File: config.mk
export PLATFORM = sky130hd
export DESIGN_NAME = serial_eeprom_responder
export DESIGN_NICKNAME = d
export VERILOG_FILES = /design/src/rtl/seprom_pkg.sv /design/src/rtl/seprom_linecond.sv /design/src/rtl/seprom_image_rom.sv /design/src/rtl/serial_eeprom_responder.sv
export SDC_FILE = /design/constraint.sdc
export NUM_CORES = 1
export LEC_CHECK = 0
export ABC_CLOCK_PERIOD_IN_PS = 3640
export BUFFER_PORTS_ARGS = -buffer_cell sky130_fd_sc_hd__buf_2
export CORE_AREA = 2 2 67 69
export DETAILED_ROUTE_END_ITERATION = 7
export DIE_AREA = 0 0 69 71
export PLACE_DENSITY_LB_ADDON = 0.15
export SLEW_MARGIN = 10
export SYNTH_ARGS = -nofsm -noshare
export SYNTH_HDL_FRONTEND = slang
export SYNTH_HIERARCHICAL = 1
export SYNTH_SLANG_ARGS = --single-unit
File: constraint.sdc
create_clock -name clk -period 3.64 [get_ports clk]
set_input_delay 0.364 -clock clk [delete_from_list [all_inputs] [get_ports clk]]
set_output_delay 0.364 -clock clk [all_outputs]
set_load 0.02 [all_outputs]
File: src/rtl/seprom_pkg.sv
package seprom_pkg;

    localparam int SEPROM_DEPTH  = 256;
    localparam int SEPROM_DATA_W = 8;

    // Classification of one sampled pair against the stored pair
    typedef enum logic [1:0] {
        LC_NONE  = 2'd0,
        LC_START = 2'd1,
        LC_STOP  = 2'd2,
        LC_RISE  = 2'd3
    } line_evt_e;

    function automatic logic [SEPROM_DEPTH*SEPROM_DATA_W-1:0] default_image();
        logic [SEPROM_DEPTH*SEPROM_DATA_W-1:0] img;
        img = '0;
        for (int i = 0; i < SEPROM_DEPTH; i++) begin
            img[i*SEPROM_DATA_W +: SEPROM_DATA_W] = SEPROM_DATA_W'(i) ^ SEPROM_DATA_W'(8'h5A);
        end
        return img;
    endfunction

endpackage

File: src/rtl/seprom_linecond.sv
module seprom_linecond
    import seprom_pkg::*;
(
    input  logic      scl_prev,
    input  logic      sda_prev,
    input  logic      scl_now,
    input  logic      sda_now,
    output line_evt_e evt,
    output logic      level_held
);
    logic clk_high_both;

    always_comb begin
        clk_high_both = scl_prev & scl_now;
        level_held    = (sda_prev == sda_now);
        if (clk_high_both && !level_held) begin
            evt = sda_now ? LC_STOP : LC_START;
        end else if (!scl_prev && scl_now) begin
            evt = LC_RISE;
        end else begin
            evt = LC_NONE;
        end
    end

endmodule

File: src/rtl/seprom_image_rom.sv
module seprom_image_rom #(
    parameter int DEPTH  = 256,
    parameter int DATA_W = 8,
    parameter logic [DEPTH*DATA_W-1:0] IMAGE = '0,
    localparam int ADDR_W = $clog2(DEPTH)
) (
    input  logic [ADDR_W-1:0] addr,
    output logic [DATA_W-1:0] rdata
);
    logic [DATA_W-1:0] words [DEPTH];

    generate
        for (genvar w = 0; w < DEPTH; w++) begin : g_word
            assign words[w] = IMAGE[w*DATA_W +: DATA_W];
        end
    endgenerate

    assign rdata = words[addr];

endmodule

File: src/rtl/serial_eeprom_responder.sv
module serial_eeprom_responder
    import seprom_pkg::*;
#(
    parameter int DEPTH  = SEPROM_DEPTH,
    parameter int DATA_W = SEPROM_DATA_W,
    parameter logic [DEPTH*DATA_W-1:0] INIT_IMAGE = default_image()
) (
    input  logic clk,
    input  logic rst_n,
    input  logic sample_stb,
    input  logic scl_in,
    input  logic sda_in,
    output logic sda_out
);
    localparam int ADDR_W   = $clog2(DEPTH);
    localparam int CMD_END  = DATA_W + 1;
    localparam int ADDR_END = 2 * DATA_W + 1;
    localparam int TICK_W   = $clog2(ADDR_END + 1);
    localparam logic [TICK_W-1:0] T_FIRST = TICK_W'(1);
    localparam logic [TICK_W-1:0] T_CMD   = TICK_W'(CMD_END);
    localparam logic [TICK_W-1:0] T_ADDR  = TICK_W'(ADDR_END);

    typedef struct packed {
        logic [TICK_W-1:0] tick;
        logic              ack;
        logic [DATA_W-1:0] cmd;
        logic [ADDR_W-1:0] addr;
        logic [DATA_W-1:0] data;
        logic              scl;
        logic              sda;
    } resp_state_t;

    resp_state_t st_d, st_q;
    line_evt_e   evt;
    logic        held;
    logic [ADDR_W-1:0] addr_next;
    logic [DATA_W-1:0] fetched;
    logic [TICK_W-1:0] tick_inc;
    logic              sda_lvl;

    seprom_linecond u_cond (
        .scl_prev   (st_q.scl),
        .sda_prev   (st_q.sda),
        .scl_now    (scl_in),
        .sda_now    (sda_in),
        .evt        (evt),
        .level_held (held)
    );

    assign addr_next = {st_q.addr[ADDR_W-2:0], sda_in};
    assign tick_inc  = st_q.tick + T_FIRST;

    seprom_image_rom #(
        .DEPTH  (DEPTH),
        .DATA_W (DATA_W),
        .IMAGE  (INIT_IMAGE)
    ) u_rom (
        .addr  (addr_next),
        .rdata (fetched)
    );

    always_comb begin
        st_d    = st_q;
        sda_lvl = sda_in;
        if (sample_stb) begin
            st_d.scl = scl_in;
            if (evt == LC_START) begin
                st_d.tick = T_FIRST;
                st_d.cmd  = '0;
            end else if (evt == LC_STOP) begin
                st_d.tick = '0;
                st_d.ack  = 1'b0;
            end else if (st_q.tick == '0 && !st_q.ack) begin
                // idle: wait for a start
            end else if (evt == LC_RISE) begin
                if (st_q.ack) begin
                    sda_lvl  = 1'b0;
                    st_d.ack = 1'b0;
                end else if (held) begin
                    if (st_q.tick < T_CMD) begin
                        st_d.cmd  = {st_q.cmd[DATA_W-2:0], sda_in};
                        st_d.tick = tick_inc;
                        if (tick_inc == T_CMD) begin
                            st_d.ack = 1'b1;
                        end
                    end else if (st_q.tick < T_ADDR) begin
                        if (st_q.cmd[0]) begin
                            sda_lvl = st_q.data[DATA_W-1];
                        end
                        st_d.addr = addr_next;
                        if (tick_inc == T_ADDR) begin
                            st_d.data = fetched;
                            st_d.ack  = 1'b1;
                            st_d.tick = '0;
                        end else begin
                            st_d.data = {st_q.data[DATA_W-2:0], 1'b0};
                            st_d.tick = tick_inc;
                        end
                    end else begin
                        sda_lvl = 1'b0;
                    end
                end
            end
            st_d.sda = sda_lvl;
        end
    end

    always_ff @(posedge clk or negedge rst_n) begin
        if (!rst_n) begin
            st_q      <= '0;
            st_q.scl  <= 1'b1;
            st_q.sda  <= 1'b1;
        end else begin
            st_q <= st_d;
        end
    end

    assign sda_out = st_q.sda;


    ack_drive_chk: assert property (@(posedge clk) disable iff (!rst_n)
        (sample_stb && st_q.ack && evt == LC_RISE) |=> (!sda_out && !st_q.ack));


    start_load_chk: assert property (@(posedge clk) disable iff (!rst_n)
        (sample_stb && evt == LC_START) |=> (st_q.tick == T_FIRST && st_q.cmd == '0));


    stop_clear_chk: assert property (@(posedge clk) disable iff (!rst_n)
        (sample_stb && evt == LC_STOP) |=> (st_q.tick == '0 && !st_q.ack));


    idle_hold_chk: assert property (@(posedge clk) disable iff (!rst_n)
        (sample_stb && st_q.tick == '0 && !st_q.ack && evt != LC_START)
        |=> (st_q.tick == '0 && !st_q.ack));


    discard_chk: assert property (@(posedge clk) disable iff (!rst_n)
        (sample_stb && evt == LC_RISE && !held && !st_q.ack && st_q.tick != '0)
        |=> $stable(st_q.tick));


    no_update_chk: assert property (@(posedge clk) disable iff (!rst_n)
        !sample_stb |=> $stable(st_q));


    tick_range_chk: assert property (@(posedge clk) disable iff (!rst_n)
        st_q.tick < T_ADDR);

endmodule

### Word level (Yosys, flattened, before mapping)

Memories as Yosys holds them, arrays and structs flattened.
Cells that the tools add are included.

* $add $sub $neg: 1
* order comparisons: 3
* equal/unequal tests: 12
* muxes and demuxes: 33
* bitwise logic cells: 7
* reduce and logical (&&, ||, !) cells: 18

Operator list (count)
* $mux 30: 3
* $mux 16: 2
* $mux 8: 4
* $mux 24: 1
* $mux 23: 1
* $mux 6: 3
* $mux 5: 3
* $mux 1: 12
* $ge 9x9->1 const B: 1
* $not 8->9: 1
* $reduce_and 9->1: 1
* $reduce_bool 2->1: 4
* $mux 7: 1
* $reduce_and 7->1: 1
* $mux 2: 3
* $ne 2x2->1 const B: 3
* $reduce_and 6->1: 1
* $reduce_bool 3->1: 2
* $add 5x1->5 const B: 1
* $eq 5x4->1 const B: 1
* $eq 5x5->1 const B: 1
* $logic_not 5->1: 1
* $lt 5x4->1 const B: 1
* $lt 5x5->1 const B: 1
* 12 further kinds: 21

* register bits after elaboration: 31
* ROM bits: 2048
* bits of input ports: 5
* output and inout bits: 1
* logic and storage cells: 82
* memories kept: 1

Memories
* (name not given): depth 256, width 8, rd ports 1, clocked after memory_dff 0, wr ports 0, RTL line seprom_image_rom.sv:18 `assign rdata = words[addr];`

### Logic depth before layout (Yosys ltp)

Gate-level depths: netlist of the first run.

* word-level depth: 13
* depth in mapped cells: 10

### Cells and area by module

Netlist of the first run, hierarchy kept.

By module, submodules not included
* serial_eeprom_responder: times used 1, cells an instance 148, area an instance 1526.5 um^2, seq. area each 603.1 um^2
* seprom_image_rom: times used 1, cells an instance 8, area an instance 45.0 um^2, seq. area each 0.0 um^2
* seprom_linecond: times used 1, cells an instance 5, area an instance 37.5 um^2, seq. area each 0.0 um^2

### Worst setup path before layout of the first run

No wires, ideal clock.

* path kind: reg-to-reg
* start point: register st_q (netlist bit sda_out)
* end point: register st_q (netlist bit addr_next[3])
* setup time: 0.127 ns
* data arrival time: 2.274 ns
* slack: 1.238 ns
* stages on the path, launching flop included: 10
* path buffers: 1
* period minus slack after synthesis: 2.402 ns
* cell sequence: dfstp_2 -> nand2b_1 -> a21boi_1 -> inv_1 -> ha_1 -> nor2_1 -> nand4_1 -> nor3_2 -> buf_6 -> mux2_1

* word-level cells in the longest chain between the ends: 7

RTL lines
* start: declaration: RTL line serial_eeprom_responder.sv:33 `resp_state_t st_d, st_q;`
* start signal: assignment: RTL line serial_eeprom_responder.sv:114 `st_q <= st_d;`
* $eq 1x1->1 (*): RTL line seprom_linecond.sv:15 `level_held = (sda_prev == sda_now);`
* $logic_not 1->1 (*): RTL line seprom_linecond.sv:16 `if (clk_high_both && !level_held) begin`
* $logic_and 1x1->1 (*): RTL line seprom_linecond.sv:16
* $mux 2 (*): RTL line seprom_linecond.sv:16
* net evt[0]: RTL line serial_eeprom_responder.sv:34 `line_evt_e evt;`
* $eq 2x2->1 / $eq 2x1->1 (equally long branches): RTL line serial_eeprom_responder.sv:70, serial_eeprom_responder.sv:67
* $not 1->1 (no line)
* $reduce_and 9->1 (no line) (*)

The timed path passes the listed nets; every way through them passes the cells marked *.
A chain may end at the register's enable or synchronous reset.

### Final worst setup path of the first run

* start point: register st_q (netlist bit sda_out)
* end point: register st_q (netlist bit addr_next[5])

The elaborated chain is that of the path after synthesis.

==> run metrics, run 1 <==
CP arrival 2.66 ns; Yosys top cell area share 34.2%; RSZ-0062 raised after global routing false; crit share post-route between 60% and 70%; Post-Syn Instances 161; final setup TNS 0 ns; CP Data Required Time between 3 and 4 ns; Initial Utilization about two fifths; Clock transition at path regs ~0.090 ns; most frequent cells after synthesis dfrtp_1, inv_1, nor2_1, a21oi_1, mux2i_1; VDD IR max ~0.17 mV; post-detail-place hpwl 2200 um; Mapped Nets 172; Post-CTS Resized 0; largest area contributor in the netlist dfrtp_1; # port buffers 5; Warnings, synthesis 6; first-pass GRT wire length 5430 um; post-place setup slack ~1.1 ns; Post-synth ARST share 100%; crit-path max cell delay 0.55 ns; largest net degree at the start of global routing 25; Vias about 1100; CTS Buf Count 3; worst r2r src sda_out; Hold Path Class in -> async; I/O pin count 6; Fin. Hold Viols 0; Post-Syn Area about 0.0016 mm^2; Final Max Slew Viols 0; Max Buffers Root-to-Sink 2; router iterations before antenna repair 4; reg2reg setup slack 1.13 ns; prevailing post-synth register cell dfrtp_1; Routed WL per cell 14.2 um; Slew headroom 60.1%; skew final 0.00579 ns; vias in the first global route around 1200; core area 0.00420 mm^2; root buf cell clkbuf_8; Routed Antenna Nets 0; cts hold-fix bufs 0; Die H 71 um; share of layout cells above drive strength 1 15.6%; Die ar. approximately 0.0049 mm^2; CP startpoint kind flip-flop; worst path setup slack after routing about 1.1 ns; critical path cell sequence nand2b_1, a21boi_1, inv_1, ha_1, nor2_1, nand4_1, nor3_2, buf_4, mux2_1; Overall Global Routing Usage 13.5%; remaining global-route overflow 0; antenna cell count 0; Final min period around 2.5 ns; sequential share of the synthesized area between 30% and 40%; synth top area cells dfrtp_1, mux2i_1, ha_1; #FFs+latches synth 24; worst-margin pin slew 0.584 ns; number of flops mapped to enable cells by yosys 0; width of the die 69 um; Pwr Density 379 mW/mm^2; met3 Use GR 2.14%; met1 Usage GRT 17.5%; CTS sink cnt 24; aggregate routed wire length 3020 um; Pleak 0.718 nW; Synth cell types 50; post-CTS setup repair buffer count 0; most frequent cell after synthesis dfrtp_1; DR iter-0 viols 104; busiest layer in global routing met2; fin nets 172; initial antenna violation count 0; Final Util 39.9%; R2R depth 9; # setup viols final 0; Area growth, synth to finish 4.20%; Worst R2R End addr_next[5]; Rows 24; H-tree levels 1; GRT met2 Usage 23.4%; CP Class reg -> reg; DRC viols 0; Fmax 399 MHz; CTS tree done; CP Capture Type flip-flop; latest clock arrival within the worst-skew pair roughly 0.27 ns; Max Cap Violations 0; worst-path fanout max 23; Critical Path Slowest Stage Cell dfstp_2; status complete, no violations; Routability Congestion a little over 0.8; Vias per Instance between 5 and 6; Synth Area per Inst roughly 10 um^2
[layout make-up]
| type | instances | area, um^2 |
|---|---|---|
| Clock buffer | 3 | 41.3 |
| Clock inverter | 1 | 30.0 |
| Fill cell | 430 | 2530 |
| Inverter | 14 | 52.6 |
| Multi-Input combinational cell | 112 | 852 |
| Sequential cell | 24 | 603 |
| Tap cell | 52 | 65.1 |
| Timing Repair Buffer | 6 | 32.5 |
[worst max path at each step]
stage / slack, ns / depth (start not counted) / end / start
floorplan: 1.24 / 9 / addr_next[3] / sda_out
global placement: 1.13 / 10 / addr_next[2] / sda_in
detailed placement: 1.08 / 10 / addr_next[5] / sda_in
CTS: 1.13 / 9 / addr_next[5] / sda_out
global route: 0.89 / 8 / st_q[27] / sda_out
finish: 1.13 / 9 / addr_next[5] / sda_out
[registers in the layout, indices dropped and copies added, names as in the netlist]
signal / cells
st_q: 16
addr_next: 7
sda_out: 1
[per-layer routing]
metal  vias to the layer above  wire [um]
li1                        571          -
met1                       558       1410
met2                         7       1540
met3                         2         46
met4                         0         19
met5                         -          0
[where the power goes]
group	total [mW]	internal (mW)	switching, mW
clock network	0.235	0.147	0.0880
registers	0.294	0.276	0.0184
logic	0.107	0.0469	0.0597
total	0.636	0.470	0.166
[cell families after synthesis]
kind of cell / after synthesis / share of synthesized area, %
AO/OA/AOI/OAI: 39 / 19.3
buffers and inverters: 25 / 9.56
adder cells (fa/ha/maj): 6 / 4.67
AND/OR/NAND/NOR: 48 / 16.6
flip-flops: 24 / 37.5
XOR/XNOR: 1 / 0.544
multiplexers: 18 / 11.8
[metrics by stage]
stage          instances  power (mW)  cell area (um^2)  hold slack (ns)
6_report             212       0.636              1680           0.0798
5_1_grt              212       0.674              1680            0.107
4_1_cts              212       0.644              1680           0.0922
3_5_place_dp         208       0.406              1610            0.392
3_3_place_gp         208       0.406              1610            0.386
2_1_floorplan        161       0.389              1610           0.0684
[cell usage in the layout, fill, tap and decap left out, types with 2 or more instances in the layout]
cell,n
mux2_1,6
inv_1,14
o21ai_0,4
nand4_1,3
nand2_1,7
dfrtp_1,22
nor2b_1,2
buf_2,5
a21oi_1,10
o31a_2,2
ha_1,6
o41ai_1,2
or3_1,2
a211oi_1,2
mux2i_1,10
o31ai_1,2
o311ai_0,2
nand2b_1,5
mux2_2,2
dfstp_2,2
o21ai_1,2
nand3_1,4
clkbuf_8,3
nor2_1,13
and2_1,2
a21o_1,2
[critical path: cells and delay by family, from the launching register on]
family / cells / cell delay (ns)
simple gates: 4 / 0.56
buf+inv: 2 / 0.39
compound gates: 1 / 0.28
mux: 1 / 0.35
fa+ha+maj: 1 / 0.26
flops: 1 / 0.55
Power figures use the tool's default switching activity.
==> run 2, diff against run 1 <==
--- a/config.mk
+++ b/config.mk
@@ -5,7 +5,7 @@
 export SDC_FILE = /design/constraint.sdc
 export NUM_CORES = 1
 export LEC_CHECK = 0
-export ABC_CLOCK_PERIOD_IN_PS = 3640
+export ABC_CLOCK_PERIOD_IN_PS = 2110
 export BUFFER_PORTS_ARGS = -buffer_cell sky130_fd_sc_hd__buf_2
 export CORE_AREA = 2 2 67 69
 export DETAILED_ROUTE_END_ITERATION = 7
==> constraint.sdc (replaced) <==
create_clock -name clk -period 2.11 [get_ports clk]
set_input_delay 0.211 -clock clk [delete_from_list [all_inputs] [get_ports clk]]
set_output_delay 0.211 -clock clk [all_outputs]
set_load 0.02 [all_outputs]
==> run 2 against run 1 <==
Compared with the run above: the run now ends with negative setup slack left; die area unchanged; critical path depth unchanged; first-iteration DRC count decreased by 38%; sequential power increased by 65%; hold slack improved by 0.13 ns; routed wire length increased by 16%; total power increased by 87%; sequential share of layout area decreased by 7.2 points; flip-flop and latch count unchanged.
==> run metrics, run 2 (same netlist as run 1, synthesis figures left out) <==
Fmax 445 MHz (was 399 MHz); DR iter-0 viols 65 (was 104); max FFs per register 16 (unchanged); status complete, but fails checks (was complete, no violations); Overall Global Routing Usage 14.2% (was 13.5%); # port buffers 5 (unchanged); Final Util 49.9% (was 39.9%); number of fill cells 382 (was 430); Pwr Density 567 mW/mm^2 (was 379 mW/mm^2); remaining global-route overflow 0 (unchanged); share of layout cells above drive strength 1 42.1% (was 15.6%); Clock transition at path regs 0.09 ns (about the same); CTS Buf Count 3 (unchanged); Slew headroom 62.8% (was 60.1%); # setup viols final 16 (was 0); Initial Utilization 38.3% (unchanged); CP Data Required Time 2.27 ns (was 3.80 ns); largest net degree at the start of global routing 25 (unchanged); CTS tree done (unchanged); aggregate routed wire length 3510 um (was 3020 um); Fin. Hold Viols 0 (unchanged); final instance area 0.00210 mm^2 (was 0.00168 mm^2); Die ar. 0.00490 mm^2 (unchanged); Final min period 2.25 ns (was 2.51 ns); Rows 24 (unchanged); hold slack 0.206 ns (was 0.0798 ns); core area 0.00420 mm^2 (unchanged); Area growth, synth to finish 30.5% (was 4.20%); CP arrival 2.41 ns (was 2.66 ns); initial antenna violation count 0 (unchanged); Hold Path Class in -> reg (was in -> async); H-tree levels 1 (unchanged); Routed WL per cell 14.2 um (about the same); first-pass GRT wire length 5740 um (was 5430 um); I/O pin count 6 (unchanged); width of the die 69 um (unchanged); commonest non-fill, non-tap cell in the layout buf_4 (was dfrtp_1); post-detail-place hpwl 2510 um (was 2200 um); CP startpoint kind flip-flop (unchanged); router iterations before antenna repair 4 (unchanged); CP Capture Type flip-flop (unchanged); root buf cell clkbuf_8 (unchanged); worst-path fanout max 8 (was 23); Vias 1344 (was 1138); antenna cell count 0 (unchanged); DRC viols 0 (unchanged); post-place setup slack -0.134 ns (was 1.08 ns); final setup TNS -1.42 ns (was 0 ns); RSZ-0062 raised after global routing true (was false); Pleak 0.920 nW (was 0.718 nW); Routed Antenna Nets 0 (unchanged); Die H 71 um (unchanged); skew final 0.00188 ns (was 0.00579 ns); Vias per Instance 5.44 (was 5.37); worst path setup slack after routing -0.136 ns (was 1.13 ns); Routability Congestion 0.849 (was 0.805); worst-margin pin slew 0.557 ns (was 0.584 ns); VDD IR max 0.269 mV (was 0.174 mV); crit share post-route 106% (was 68.9%); Max Buffers Root-to-Sink 2 (unchanged); violated checks negative setup slack; Max Cap Violations 0 (unchanged); Largest Register st_q (unchanged); highest-count cells in the layout ignoring fill and taps buf_4, dfrtp_1, inv_1, mux2i_1, nor2_1 (was dfrtp_1, inv_1, nor2_1, a21oi_1, mux2i_1); Placed Area 0.00187 mm^2 (was 0.00161 mm^2); Final Max Slew Viols 0 (unchanged); CTS sink cnt 24 (unchanged); fin nets 207 (was 172); latest clock arrival within the worst-skew pair 0.27 ns (about the same); vias in the first global route 1290 (was 1169); CP Class reg -> reg (unchanged)
## run 2: cell types whose count changed in the layout (fill, tap and decap cells not counted), sizes merged
cell | previous run | this run
dlygate4sd3 | 0 | 1
clkbuf | 3 | 4
buf | 6 | 39
## run 2: layout make-up
type	instances	area [um^2]	area share [%]
well taps	52	65.1	3.10
clock buffers	3	41.3	1.97
inverters	14	52.6	2.50
repair buffers	41	339	16.2
flip-flops and latches	24	603	28.7
clock inverters	1	30.0	1.43
multi-input cells	112	968	46.1
## run 2: worst max-delay path: stages (launching register included)
cell and delay [ns]:
dfstp_2 0.55, nand2b_1 0.09, a21boi_2 0.19, inv_2 0.07, ha_4 0.17, nor2_4 0.09
nand4_1 0.17, nor3_4 0.34, buf_12 0.18, mux2_4 0.30
## run 2: through the flow
stage,std cells,power (mW)
after floorplan,161,0.674
after global placement,238,0.765
after detailed placement,238,0.767
after CTS,244,1.18
after global routing,247,1.24
final,247,1.19
## run 2: timing repair
action / CTS / global route
gates resized for setup: 8 / 20
gates cloned: 0 / 1
buffers inserted: 1 / 2
endpoints found under the setup margin: 17 / 22
hold buffers: 1 / 0
pin swaps: 1 / 6
endpoints found under the hold margin: 22 / 0
## run 2: worst paths after layout
path                              start            to  slack (ns)  depth (start not counted)
max in group asynchronous         rst_n       st_q[9]        1.28                          2
min in group asynchronous         rst_n       st_q[2]        0.46                          2
setup reg to reg                sda_out  addr_next[5]       -0.14                          9
hold reg to reg            addr_next[7]  addr_next[7]        0.52                          1
setup / recovery                sda_out  addr_next[5]       -0.14                          9
hold / removal                   scl_in       st_q[1]        0.21                          2
## run 2: metal layers
layer	track usage [%]	up-vias	share of wire, %
met4	7.63	0	2.3
met1	17.7	663	45
li1	-	640	-
met2	23.9	33	50
met3	1.99	8	2.3
met5	0	-	0
## run 2: report_power, final
group | total [mW] | leakage (nW) | internal, mW | switching [mW]
clock | 0.406 | 0.0357 | 0.254 | 0.153
combinational | 0.299 | 0.562 | 0.142 | 0.157
sequential | 0.485 | 0.322 | 0.476 | 0.00882
total | 1.19 | 0.920 | 0.872 | 0.318
